[src/rtl/fifo2_pkg.sv]
package fifo2_pkg;
  typedef enum logic [1:0] {
    OCC_EMPTY = 2'b00,
    OCC_ONE   = 2'b01,
    OCC_FULL  = 2'b11
  } occ_t;
  localparam int unsigned SLOTS = 2;
endpackage

[src/rtl/fifo2_ctrl.sv]
module fifo2_ctrl
  import fifo2_pkg::*;
(
  input  logic                   clk,
  input  logic                   rst,
  input  logic                   push,
  input  logic                   pop,
  output occ_t                   state_q,
  output logic [SLOTS-1:0]       wr_en,
  output logic                   shift,
  output logic                   take,
  output logic                   zero_fill
);
  occ_t       state_d;
  logic [1:0] code;

  assign code = state_q;

  always_comb begin
    state_d = state_q;
    if (pop) begin
      case (state_q)
        OCC_FULL: state_d = OCC_ONE;
        OCC_ONE:  state_d = OCC_EMPTY;
        default:  state_d = OCC_EMPTY;
      endcase
    end else if (push) begin
      case (state_q)
        OCC_EMPTY: state_d = OCC_ONE;
        OCC_ONE:   state_d = OCC_FULL;
        default:   state_d = OCC_FULL;
      endcase
    end
  end

  // slot enables: code+1 gives 01 (empty), 10 (one), 00 (full)
  assign wr_en     = (push && !pop) ? (code + 2'b01) : 2'b00;
  assign shift     = pop && (state_q == OCC_FULL);
  assign take      = pop && (state_q != OCC_EMPTY);
  assign zero_fill = pop && (state_q == OCC_EMPTY);

  always_ff @(posedge clk) begin
    if (rst) state_q <= OCC_EMPTY;
    else     state_q <= state_d;
  end

  AST_CODE_LEGAL: assert property (@(posedge clk) disable iff (rst)
    state_q == OCC_EMPTY || state_q == OCC_ONE || state_q == OCC_FULL);
  AST_POP_WINS: assert property (@(posedge clk) disable iff (rst)
    (push && pop && state_q == OCC_ONE) |=> state_q == OCC_EMPTY);
  AST_EMPTY_POP_STAYS: assert property (@(posedge clk) disable iff (rst)
    (pop && state_q == OCC_EMPTY) |=> state_q == OCC_EMPTY);
  AST_FULL_PUSH_HOLDS: assert property (@(posedge clk) disable iff (rst)
    (push && !pop && state_q == OCC_FULL) |=> state_q == OCC_FULL);
  AST_FILL_STEP: assert property (@(posedge clk) disable iff (rst)
    (push && !pop && state_q == OCC_EMPTY) |=> state_q == OCC_ONE);
endmodule

[src/rtl/fifo2_store.sv]
module fifo2_store
  import fifo2_pkg::*;
#(
  parameter int unsigned WIDTH = 32
) (
  input  logic             clk,
  input  logic             rst,
  input  logic [SLOTS-1:0] wr_en,
  input  logic             shift,
  input  logic [WIDTH-1:0] data_in,
  output logic [WIDTH-1:0] head
);
  logic [WIDTH-1:0] slot_q [SLOTS];

  for (genvar g = 0; g < SLOTS; g++) begin : g_slot
    logic             en;
    logic [WIDTH-1:0] nxt;
    if (g == SLOTS - 1) begin : g_tail
      assign en  = wr_en[g];
      assign nxt = data_in;
    end else begin : g_body
      assign en  = wr_en[g] | shift;
      assign nxt = shift ? slot_q[g+1] : data_in;
    end
    always_ff @(posedge clk) begin
      if (rst)     slot_q[g] <= '0;
      else if (en) slot_q[g] <= nxt;
    end
  end

  assign head = slot_q[0];

  AST_SINGLE_WRITER: assert property (@(posedge clk) disable iff (rst)
    !(shift && (wr_en != '0)));
  AST_IDLE_KEEPS: assert property (@(posedge clk) disable iff (rst)
    (wr_en == '0 && !shift) |=> ($stable(slot_q[0]) && $stable(slot_q[1])));
endmodule

[src/rtl/fifo2_outsel.sv]
module fifo2_outsel #(
  parameter int unsigned WIDTH = 32
) (
  input  logic             clk,
  input  logic             rst,
  input  logic             take,
  input  logic             zero_fill,
  input  logic             pop,
  input  logic [WIDTH-1:0] head,
  output logic [WIDTH-1:0] data_out
);
  always_ff @(posedge clk) begin
    if (rst)            data_out <= '0;
    else if (take)      data_out <= head;
    else if (zero_fill) data_out <= '0;
  end

  AST_OUT_HOLD: assert property (@(posedge clk) disable iff (rst)
    !pop |=> $stable(data_out));
  AST_EMPTY_ZERO: assert property (@(posedge clk) disable iff (rst)
    zero_fill |=> (data_out == '0));
  AST_POP_DECODE: assert property (@(posedge clk) disable iff (rst)
    pop |-> $onehot({take, zero_fill}));
endmodule

[src/rtl/fifo2_sq.sv]
module fifo2_sq
  import fifo2_pkg::*;
#(
  parameter int unsigned WIDTH = 32
) (
  input  logic             clk,
  input  logic             rst,
  input  logic             push,
  input  logic             pop,
  input  logic [WIDTH-1:0] data_in,
  output logic [WIDTH-1:0] data_out,
  output logic             occ_empty,
  output logic             occ_half,
  output logic             occ_full
);
  occ_t             state_q;
  logic [SLOTS-1:0] wr_en;
  logic             shift, take, zero_fill;
  logic [WIDTH-1:0] head;

  fifo2_ctrl u_ctrl (
    .clk(clk), .rst(rst), .push(push), .pop(pop), .state_q(state_q),
    .wr_en(wr_en), .shift(shift), .take(take), .zero_fill(zero_fill)
  );

  fifo2_store #(.WIDTH(WIDTH)) u_store (
    .clk(clk), .rst(rst), .wr_en(wr_en), .shift(shift),
    .data_in(data_in), .head(head)
  );

  fifo2_outsel #(.WIDTH(WIDTH)) u_out (
    .clk(clk), .rst(rst), .take(take), .zero_fill(zero_fill), .pop(pop),
    .head(head), .data_out(data_out)
  );

  assign occ_empty = (state_q == OCC_EMPTY);
  assign occ_half  = (state_q == OCC_ONE);
  assign occ_full  = (state_q == OCC_FULL);

  AST_FLAGS_ONEHOT: assert property (@(posedge clk) disable iff (rst)
    $onehot({occ_empty, occ_half, occ_full}));
  AST_DRAIN_STEP: assert property (@(posedge clk) disable iff (rst)
    (pop && occ_full) |=> occ_half);
endmodule

[config.mk]
export PLATFORM = sky130hd
export DESIGN_NAME = fifo2_sq
export DESIGN_NICKNAME = d
export VERILOG_FILES = /design/src/rtl/fifo2_pkg.sv /design/src/rtl/fifo2_ctrl.sv /design/src/rtl/fifo2_store.sv /design/src/rtl/fifo2_outsel.sv /design/src/rtl/fifo2_sq.sv
export SDC_FILE = /design/constraint.sdc
export NUM_CORES = 1
export LEC_CHECK = 0
export BUFFER_PORTS_ARGS = -buffer_cell sky130_fd_sc_hd__buf_4
export CAP_MARGIN = 20
export CORE_MARGIN = 10
export CORE_UTILIZATION = 55
export CTS_CLUSTER_DIAMETER = 60
export DETAILED_ROUTE_END_ITERATION = 7
export PLACE_DENSITY_LB_ADDON = 0.05
export SLEW_MARGIN = 20
export SYNTH_ARGS = -nofsm -noshare
export SYNTH_HDL_FRONTEND = slang
export SYNTH_SLANG_ARGS = --single-unit
[constraint.sdc]
create_clock -name clk -period 3.71 [get_ports clk]
set_clock_uncertainty 0.1 [all_clocks]
set_input_delay 0.5565 -clock clk [delete_from_list [all_inputs] [get_ports clk]]
set_output_delay 0.5565 -clock clk [all_outputs]
set_load 0.005 [all_outputs]
; ---- Yosys cells after proc, flatten, opt, wreduce, memory -nomap -nowiden
; Memory sizes are Yosys's and may differ from the RTL's.
; Index checks and enable logic that the tools add are counted.
; Widths: inputs -> output; s select.
[classes]
add_sub_neg = 1
eq_ne = 2
muxes = 18
n_bitwise = 3
reduce_logical = 9
[op_table]
columns = cell, n
row1 = $mux 32, 5
row2 = $mux 1, 9
row3 = $mux 2, 4
row4 = $reduce_bool 2->1, 3
row5 = $logic_and 1x1->1, 4
row6 = $or 1x1->1, 3
row7 = $add 2x1->2 const B, 1
row8 = $eq 2x1->1 const B, 1
row9 = $eq 2x2->1 const B, 1
row10 = $logic_not 2->1, 1
row11 = $logic_not 1->1, 1
[word_totals]
reg_bits = 34
mem_bits_rw = 64
in_bits = 36
output_inout_bits = 35
word_cells = 36
n_memories = 1
[mem_list]
columns = memory, words, word_bits, read_ports, rd_clocked_by_memory_dff, write_ports, line
row1 = u_store.slot_q, 2, 32, 2, 0, 2, fifo2_store.sv:13  ; logic [WIDTH-1:0] slot_q [SLOTS];

; ---- Depth between registers and ports, before layout
; Gate-level depths: netlist (run 1).
[logic_depth]
depth_word = 8
ltp_mapped = 5
ltp_nobuf = 4

; ---- Modules after synthesis
; A second synthesis (run 1) with hierarchy kept.
[unflattened]
cells_unflattened = 376
hier_area_um2 = 4463.0
[modules_own_cells]
columns = mod, instances, cells_each, area_each_um2, seq_area_each_um2
row1 = fifo2_store, 1, 213, 2811.4, 1921.8
row2 = fifo2_outsel, 1, 144, 1488.9, 640.6
row3 = fifo2_ctrl, 1, 16, 146.4, 40.0
row4 = fifo2_sq, 1, 3, 16.3, 0.0

; ---- Worst setup path after synthesis (run 1)
; Ideal clock, no wire load.
[synth_path]
path_type = input -> register
from = input port rst
to = memory u_store.slot_q[0][0] (enable)
setup_ns = 0.395
arrival_time_ns = 2.113
required_ns = 3.215
slack_ns = 1.101
path_stages = 3
n_path_buf = 2
path_cell_list = clkbuf_1 -> clkbuf_1 -> nand3b_1
[synth_lines]
columns = item, line
row1 = "start, declared", fifo2_sq.sv:7  ; input logic rst,
row2 = "end, declared", fifo2_store.sv:13

; ---- Worst setup path in the final report (run 1)
[layout_path]
from = register u_ctrl.state_q[0]
to = output port occ_full
[layout_between]
elab_chain_cells = 1
[layout_lines]
columns = item, line
row1 = "start, declared", fifo2_ctrl.sv:8  ; output occ_t state_q,
row2 = "start signal, assigned", fifo2_ctrl.sv:44  ; else state_q <= state_d;
row3 = $eq 2x2->1, fifo2_sq.sv:38  ; assign occ_full = (state_q == OCC_FULL);
row4 = "end, declared", fifo2_sq.sv:14  ; output logic occ_full
; No other way between the ends.

==> results of run 1 <==
[how the worst min path moves through the flow]
stage,end,cells after the start,from,slack (ns)
2_1_floorplan,u_out.data_out[0],1,u_store.slot_q[0][0],0.34
3_3_place_gp,u_out.data_out[23],1,u_store.slot_q[0][23],0.35
3_5_place_dp,u_out.data_out[26],1,u_store.slot_q[0][26],0.35
4_1_cts,u_ctrl.state_q[1],2,push,0.34
5_1_grt,u_ctrl.state_q[1],2,push,0.35
6_report,u_ctrl.state_q[1],2,push,0.35
[metrics by stage]
step | utilization, % | worst slack, ns
3_5_place_dp | 63.4 | 1.00
2_1_floorplan | - | 1.10
3_3_place_gp | 63.4 | 1.05
5_1_grt | 66.0 | 1.21
4_1_cts | 66.0 | 1.31
6_report | 66.0 | 1.34
[registers in the layout (all words and copies together) (netlist names)]
register / flops
u_store.slot_q: 64
u_out.data_out: 32
u_ctrl.state_q: 2
[per-layer routing]
layer  track usage, %  up-vias
met1             21.2     1360
met4             4.80        0
met5                0        -
met3             3.78        9
met2             25.3       93
li1                 -     1314
[cell usage in the layout, fill, tap and decap left out, drive strengths merged, types with 2 or more instances in the layout]
cell type and count:
edfxtp 64, and2 32, ha 3, a21bo 32, clkinv 3, clkbuf 11, a22o 32, a221oi 32
nor2 2, buf 78, dfxtp 34, inv 4, nand3 32
[kinds of logic (layout without fill, tap and decap cells)]
group           Yosys count  in the layout  synth area share (%)
buf+inv                  38             97                  4.20
fa+ha+maj                 3              3                 0.869
compound gates          100            100                  25.3
simple gates             71             71                  9.44
flops                    98             98                  60.2
[power groups by stage]
stage | clock (mW) | combinational (mW) | sequential (mW)
2_1_floorplan | 0 | 0.108 | 1.25
3_3_place_gp | 0 | 0.171 | 1.26
3_5_place_dp | 0 | 0.175 | 1.26
4_1_cts | 0.697 | 0.175 | 1.24
5_1_grt | 0.741 | 0.189 | 1.24
6_report | 0.689 | 0.174 | 1.23
[area by class of cell]
cell class / count / area share, %
Tap cell: 102 / 2.52
Multi-Input combinational cell: 174 / 30.6
Inverter: 3 / 0.222
Clock buffer: 11 / 2.79
Clock inverter: 5 / 1.06
Timing Repair Buffer: 78 / 11.5
Sequential cell: 98 / 51.3
==> impl_metrics.ini, run 1 <==
[run_status]
outcome = finished, final reports clean

[yosys]
yosysSeqAreaShare_pct = 60.2
synth_top_cells_by_count = 64 x edfxtp_1, 34 x dfxtp_1
ys.flop_type = edfxtp_1
ys_types = 24
async_flop_share_pct = 0
synth_most_common_cell = edfxtp_1
synth-seq-cells = 98
synth_top_cell_area_share_pct = 44.5
synth_nets = 349
synth_warnings = 0
syn_avg_cell_area_sq_um = 13.9
syn_inst = 310
yosys-top-cells-area = edfxtp_1 44%, dfxtp_1 16%, a221oi_2 10%, a21bo_2 7.4%, a22o_1 6.5%
synth_edf_count = 64
synth.cell_area_sq_um = 4320
yosysTopAreaCell = edfxtp_1

[place]
place.gp.congestion = 0.751
portBuffers = 70
hpwl_um = 5920
place_area_sq_um = 4880
post-place-cells = 455

[sta]
rsz0062_at_grt = false
holdWs_ns = 0.350
setup_viol = 0
hold_viol = 0
worstMarginPinSlew_ns = 0.887
fmax_ghz = 0.423
post-route-period-util_pct = 63.8
layout_min_cycle_time_ns = 2.37
final_max_slew_viol_count = 0
final.setup.tns_ns = 0
relSlewSlack_pct = 40.9

[setup_path]
path_depth = 3
max_stage_delay_ns = 0.51
critPathTopFamily = buffers and inverters
r2r_start = u_ctrl.state_q[0]
endpoint = occ_full
cp-end-kind = output pin
cp_common_cell = buf_4
cp_data_arrival_time_ns = 1.71
critPathMaxFanout = 65
worstPathRequired_ns = 3.05
rrSetupSlack_ns = 1.62
crit_path_top_delay_cell = buf_4
rr_endpoint = u_store.slot_q[0][28]
crit_chain = ha_2 > buf_4 > buf_4
path_buf_inv = 2
start_kind = flop
startpoint = u_ctrl.state_q[0]
crit_type = reg -> out
reg2reg_depth = 3

[detailed_routing]
avgViaCountPerCell = 5.89
dr_wl_met2_um = 4360
wl_met3_um = 696
drt-initial-drc-count = 152
vias = 2776
drt_drc_violations_left = 0
wl_um = 9220
drt_first_pass_iters = 4
antenna_left = 0
routed.top_layer = met4
wl_per_cell_um = 19.6
met1_length_um = 4070

[global_routing]
grt_pass1_wl_um = 14800
overflow = 0
grt_pass1_vias = 2837
grt_use_total_pct = 15.9
antenna_found_initial = 0
grt_max_degree = 73

[floorplan]
die_area_sq_um = 11800
rows = 32
top_level_ports = 71
start_util_pct = 56.2
fp.dieH_um = 109
core-area_sq_um = 7690
dieWidth_um = 109

[finish]
final_nets = 403
multi_input_area_sq_um = 1550
fillCellCount = 618
antenna_cells = 0
instances_no_fill = 471
seq_area_sq_um = 2600
syn_to_final_growth_pct = 17.4
layout-drive-gt1-share_pct = 43.6
design_area_sq_um = 5070

[power_and_ir_drop]
p_clk_share_pct = 32.8
p_sw_share_pct = 22.6
switchingPower_mw = 0.474
vdd_ir_drop_max_mv = 0.209
p_leak_nw = 1.91
pwr-share-comb_pct = 8.3
total_power_mw = 2.10
p_int_mw = 1.62
p_per_area_nw_per_um2 = 414
p_seq_share_pct = 58.9

[job]
cap_violations = 0

[clock_tree]
hold_buffers = 0
cts_buffers = 9
clkLatencyLatePin_ns = 0.35
clock-sinks = 98
cts_resized = 0
cts_tree = built
clock_path_buffers = 2
cts.clk_slew.worst_paths_ns = 0.09
cts_setup_buffers = 0
cts_root_buf = clkbuf_8
htree_levels = 3

[min_path]
hp-class = in -> reg
Power figures use the tool's default switching activity.
==> run 2, diff against run 1 <==
--- a/config.mk
+++ b/config.mk
@@ -5,10 +5,11 @@
 export SDC_FILE = /design/constraint.sdc
 export NUM_CORES = 1
 export LEC_CHECK = 0
+export ABC_AREA = 1
 export BUFFER_PORTS_ARGS = -buffer_cell sky130_fd_sc_hd__buf_4
 export CAP_MARGIN = 20
 export CORE_MARGIN = 10
-export CORE_UTILIZATION = 55
+export CORE_UTILIZATION = 50
 export CTS_CLUSTER_DIAMETER = 60
 export DETAILED_ROUTE_END_ITERATION = 7
 export PLACE_DENSITY_LB_ADDON = 0.05
==> constraint.sdc (replaced) <==
create_clock -name clk -period 1.9 [get_ports clk]
set_clock_uncertainty 0.1 [all_clocks]
set_input_delay 0.285 -clock clk [delete_from_list [all_inputs] [get_ports clk]]
set_output_delay 0.285 -clock clk [all_outputs]
set_load 0.005 [all_outputs]
==> run 2 against run 1 <==
Net effect: sequential share of layout area increased by 0.15 points; synthesized cell count increased by 52%; final area decreased by 0.30%; non-clock buffer count increased by 1; combinational power increased by 94%; worst hold slack got worse by 0.27 ns; register-to-register slack got worse by 1.5 ns; critical path type unchanged; critical endpoint unchanged; largest power group unchanged; highest routed layer unchanged.
==> impl_metrics.ini, run 2 <==
[detailed_routing]
wl_per_cell_um = 13.3
antenna_left = 0
drt_first_pass_iters = 4
drt-initial-drc-count = 147
avgViaCountPerCell = 4.60
vias = 2962
drt_drc_violations_left = 0
wl_um = 8570

[floorplan]
start_util_pct = 51.5
fp.dieH_um = 112
die_area_sq_um = 12600
core-area_sq_um = 8260
top_level_ports = 71
rows = 33
dieWidth_um = 112

[sta]
fmax_ghz = 0.545
hold_viol = 0
rsz0062_at_grt = true
holdWs_ns = 0.0840
relSlewSlack_pct = 72.4
post-route-period-util_pct = 96.6
setup_viol = 0
layout_min_cycle_time_ns = 1.84
final_max_slew_viol_count = 0
final.setup.tns_ns = 0
worstMarginPinSlew_ns = 0.414

[finish]
regMostFlops = u_store.slot_q
antenna_cells = 0
largest_register_ffs = 64
final_nets = 573
final_cell_mix = 134 x nand2_1, 75 x buf_4, 67 x inv_1
largestRegisters = u_store.slot_q x64, u_out.data_out x32, u_ctrl.state_q x2
multi_input_area_sq_um = 1220
design_area_sq_um = 5060
final_common_cell = nand2_1
fillCellCount = 763
syn_to_final_growth_pct = 18.8
layout-drive-gt1-share_pct = 21.5
seq_area_sq_um = 2600

[place]
place_area_sq_um = 4850
portBuffers = 70
place.gp.congestion = 0.742
hpwl_um = 6000

[yosys]
yosys.area_share.simple_pct = 27.5
synth_nets = 509
ys.flop_type = edfxtp_1
synth-compound-area-share_pct = 0.235
synth_top_cells_by_count = 136 x nand2_1, 67 x inv_1, 65 x nand3_1, 64 x edfxtp_1, 54 x nor2_1
syn_inst = 470
synth_warnings = 0
yosysTopAreaCell = edfxtp_1
ys_types = 17
synth_xor_area_share_pct = 0
async_flop_share_pct = 0
synth_adder_area_share_pct = 0.882
yosys-top-cells-area = edfxtp_1 45%, dfxtp_1 16%, nand2_1 12%, nand3_1 7.6%, inv_1 5.9%
synth-seq-cells = 98
synth_most_common_cell = nand2_1
synth_top_family_by_area = simple AND/OR/NAND/NOR gates
synth.cell_area_sq_um = 4260
yosysSeqAreaShare_pct = 61.1
synthMuxAreaShare_pct = 0
syn_avg_cell_area_sq_um = 9.06
synth_edf_count = 64
synth_top_cell_area_share_pct = 45.1

[setup_path]
r2r_start = u_ctrl.state_q[0]
critPathMaxFanout = 33
rrSetupSlack_ns = 0.13
critPathTopFamily = flip-flops
cp-end-kind = output pin
crit_chain = ha_1 > buf_8 > buf_4
cp_data_arrival_time_ns = 1.45
max_stage_delay_ns = 0.42
path_buf_inv = 2
worstPathRequired_ns = 1.51
crit_path_top_delay_cell = dfxtp_1
rr_endpoint = u_store.slot_q[0][24]
start_kind = flop
path_depth = 3
crit_type = reg -> out
reg2reg_depth = 5

[run_status]
outcome = finished, final reports clean

[min_path]
hold_end = u_ctrl.state_q[1]
hp-class = in -> reg
holdPathStages = 2
hold_start = push

[clock_tree]
clock_path_buffers = 2
cts_buffers = 9
cts_root_buf = clkbuf_8
cts.clk_slew.worst_paths_ns = 0.09
clock-sinks = 98
cts_setup_buffers = 0
clkLatencyLatePin_ns = 0.36
htree_levels = 3
cts_tree = built

[global_routing]
grt_util_met1_pct = 20.5
grt.busiest_layer = met1
use_met3_pct = 5.11
grt_pass1_vias = 2960
overflow = 0
grt_use_total_pct = 14.0
antenna_found_initial = 0
grt.met2_usage_pct = 18.5
grt_pass1_wl_um = 14500
grt_max_degree = 34

[power_and_ir_drop]
p_leak_nw = 2.58
vdd_ir_drop_max_mv = 0.379
p_per_area_nw_per_um2 = 811

[job]
cap_violations = 0
## run 2: changes by cell type in the layout (fill, tap and decap cells not counted), sizes merged, moves of 32 or more
cell	before	now
nand2	1	139
inv	4	74
nor2	2	66
nand3	32	67
a21bo	32	0
a221oi	32	0
a22o	32	0
and2	32	0
## run 2: layout make-up
class,instances,area share [%]
Clock inverter,7,1.46
Timing Repair Buffer,79,12.6
Inverter,70,5.20
Tap cell,105,2.60
Multi-Input combinational cell,276,24.2
Clock buffer,9,2.45
Sequential cell,98,51.5
## run 2: where the power goes
group | internal, mW | switching [mW]
logic | 0.136 | 0.201
registers | 2.37 | 0.0324
clock network | 0.620 | 0.745
total | 3.12 | 0.979
## run 2: metrics by stage
| step | power (mW) | worst slack [ns] | util, % | cells |
|---|---|---|---|---|
| 2_1_floorplan | 2.63 | 0.0338 | - | 470 |
| 3_3_place_gp | 2.78 | 0.270 | 58.8 | 628 |
| 3_5_place_dp | 2.79 | 0.175 | 58.8 | 628 |
| 4_1_cts | 4.15 | 0.0271 | 61.2 | 644 |
| 5_1_grt | 4.30 | -0.0425 | 61.2 | 644 |
| 6_report | 4.10 | 0.0639 | 61.2 | 644 |
## run 2: kinds of logic after synthesis
family,Yosys count
AND/OR/NAND/NOR,272
flip-flops,98
buffers and inverters,96
adder cells (fa/ha/maj),3
AO/OA/AOI/OAI,1
## run 2: what timing repair did
action                                  4_1_cts  5_1_grt
gates resized for setup                       1        1
hold buffers                                  0        0
endpoints found under the hold margin         0        0
endpoints found under the setup margin        1        2
## run 2: worst max path at each step
stage	from	to	slack [ns]
after floorplan	u_ctrl.state_q[0]	u_store.slot_q[0][0]	0.03
after CTS	u_ctrl.state_q[0]	occ_full	0.03
after detailed placement	u_ctrl.state_q[0]	u_store.slot_q[0][24]	0.18
after global placement	u_ctrl.state_q[0]	u_store.slot_q[0][23]	0.27
after global routing	u_ctrl.state_q[0]	occ_full	-0.04
final	u_ctrl.state_q[0]	occ_full	0.06
## run 2: per-layer routing
layer | vias to the layer above | share of wire (%)
li1 | 1587 | -
met5 | - | 0
met1 | 1297 | 51
met3 | 4 | 6.9
met2 | 74 | 42
met4 | 0 | 0.65
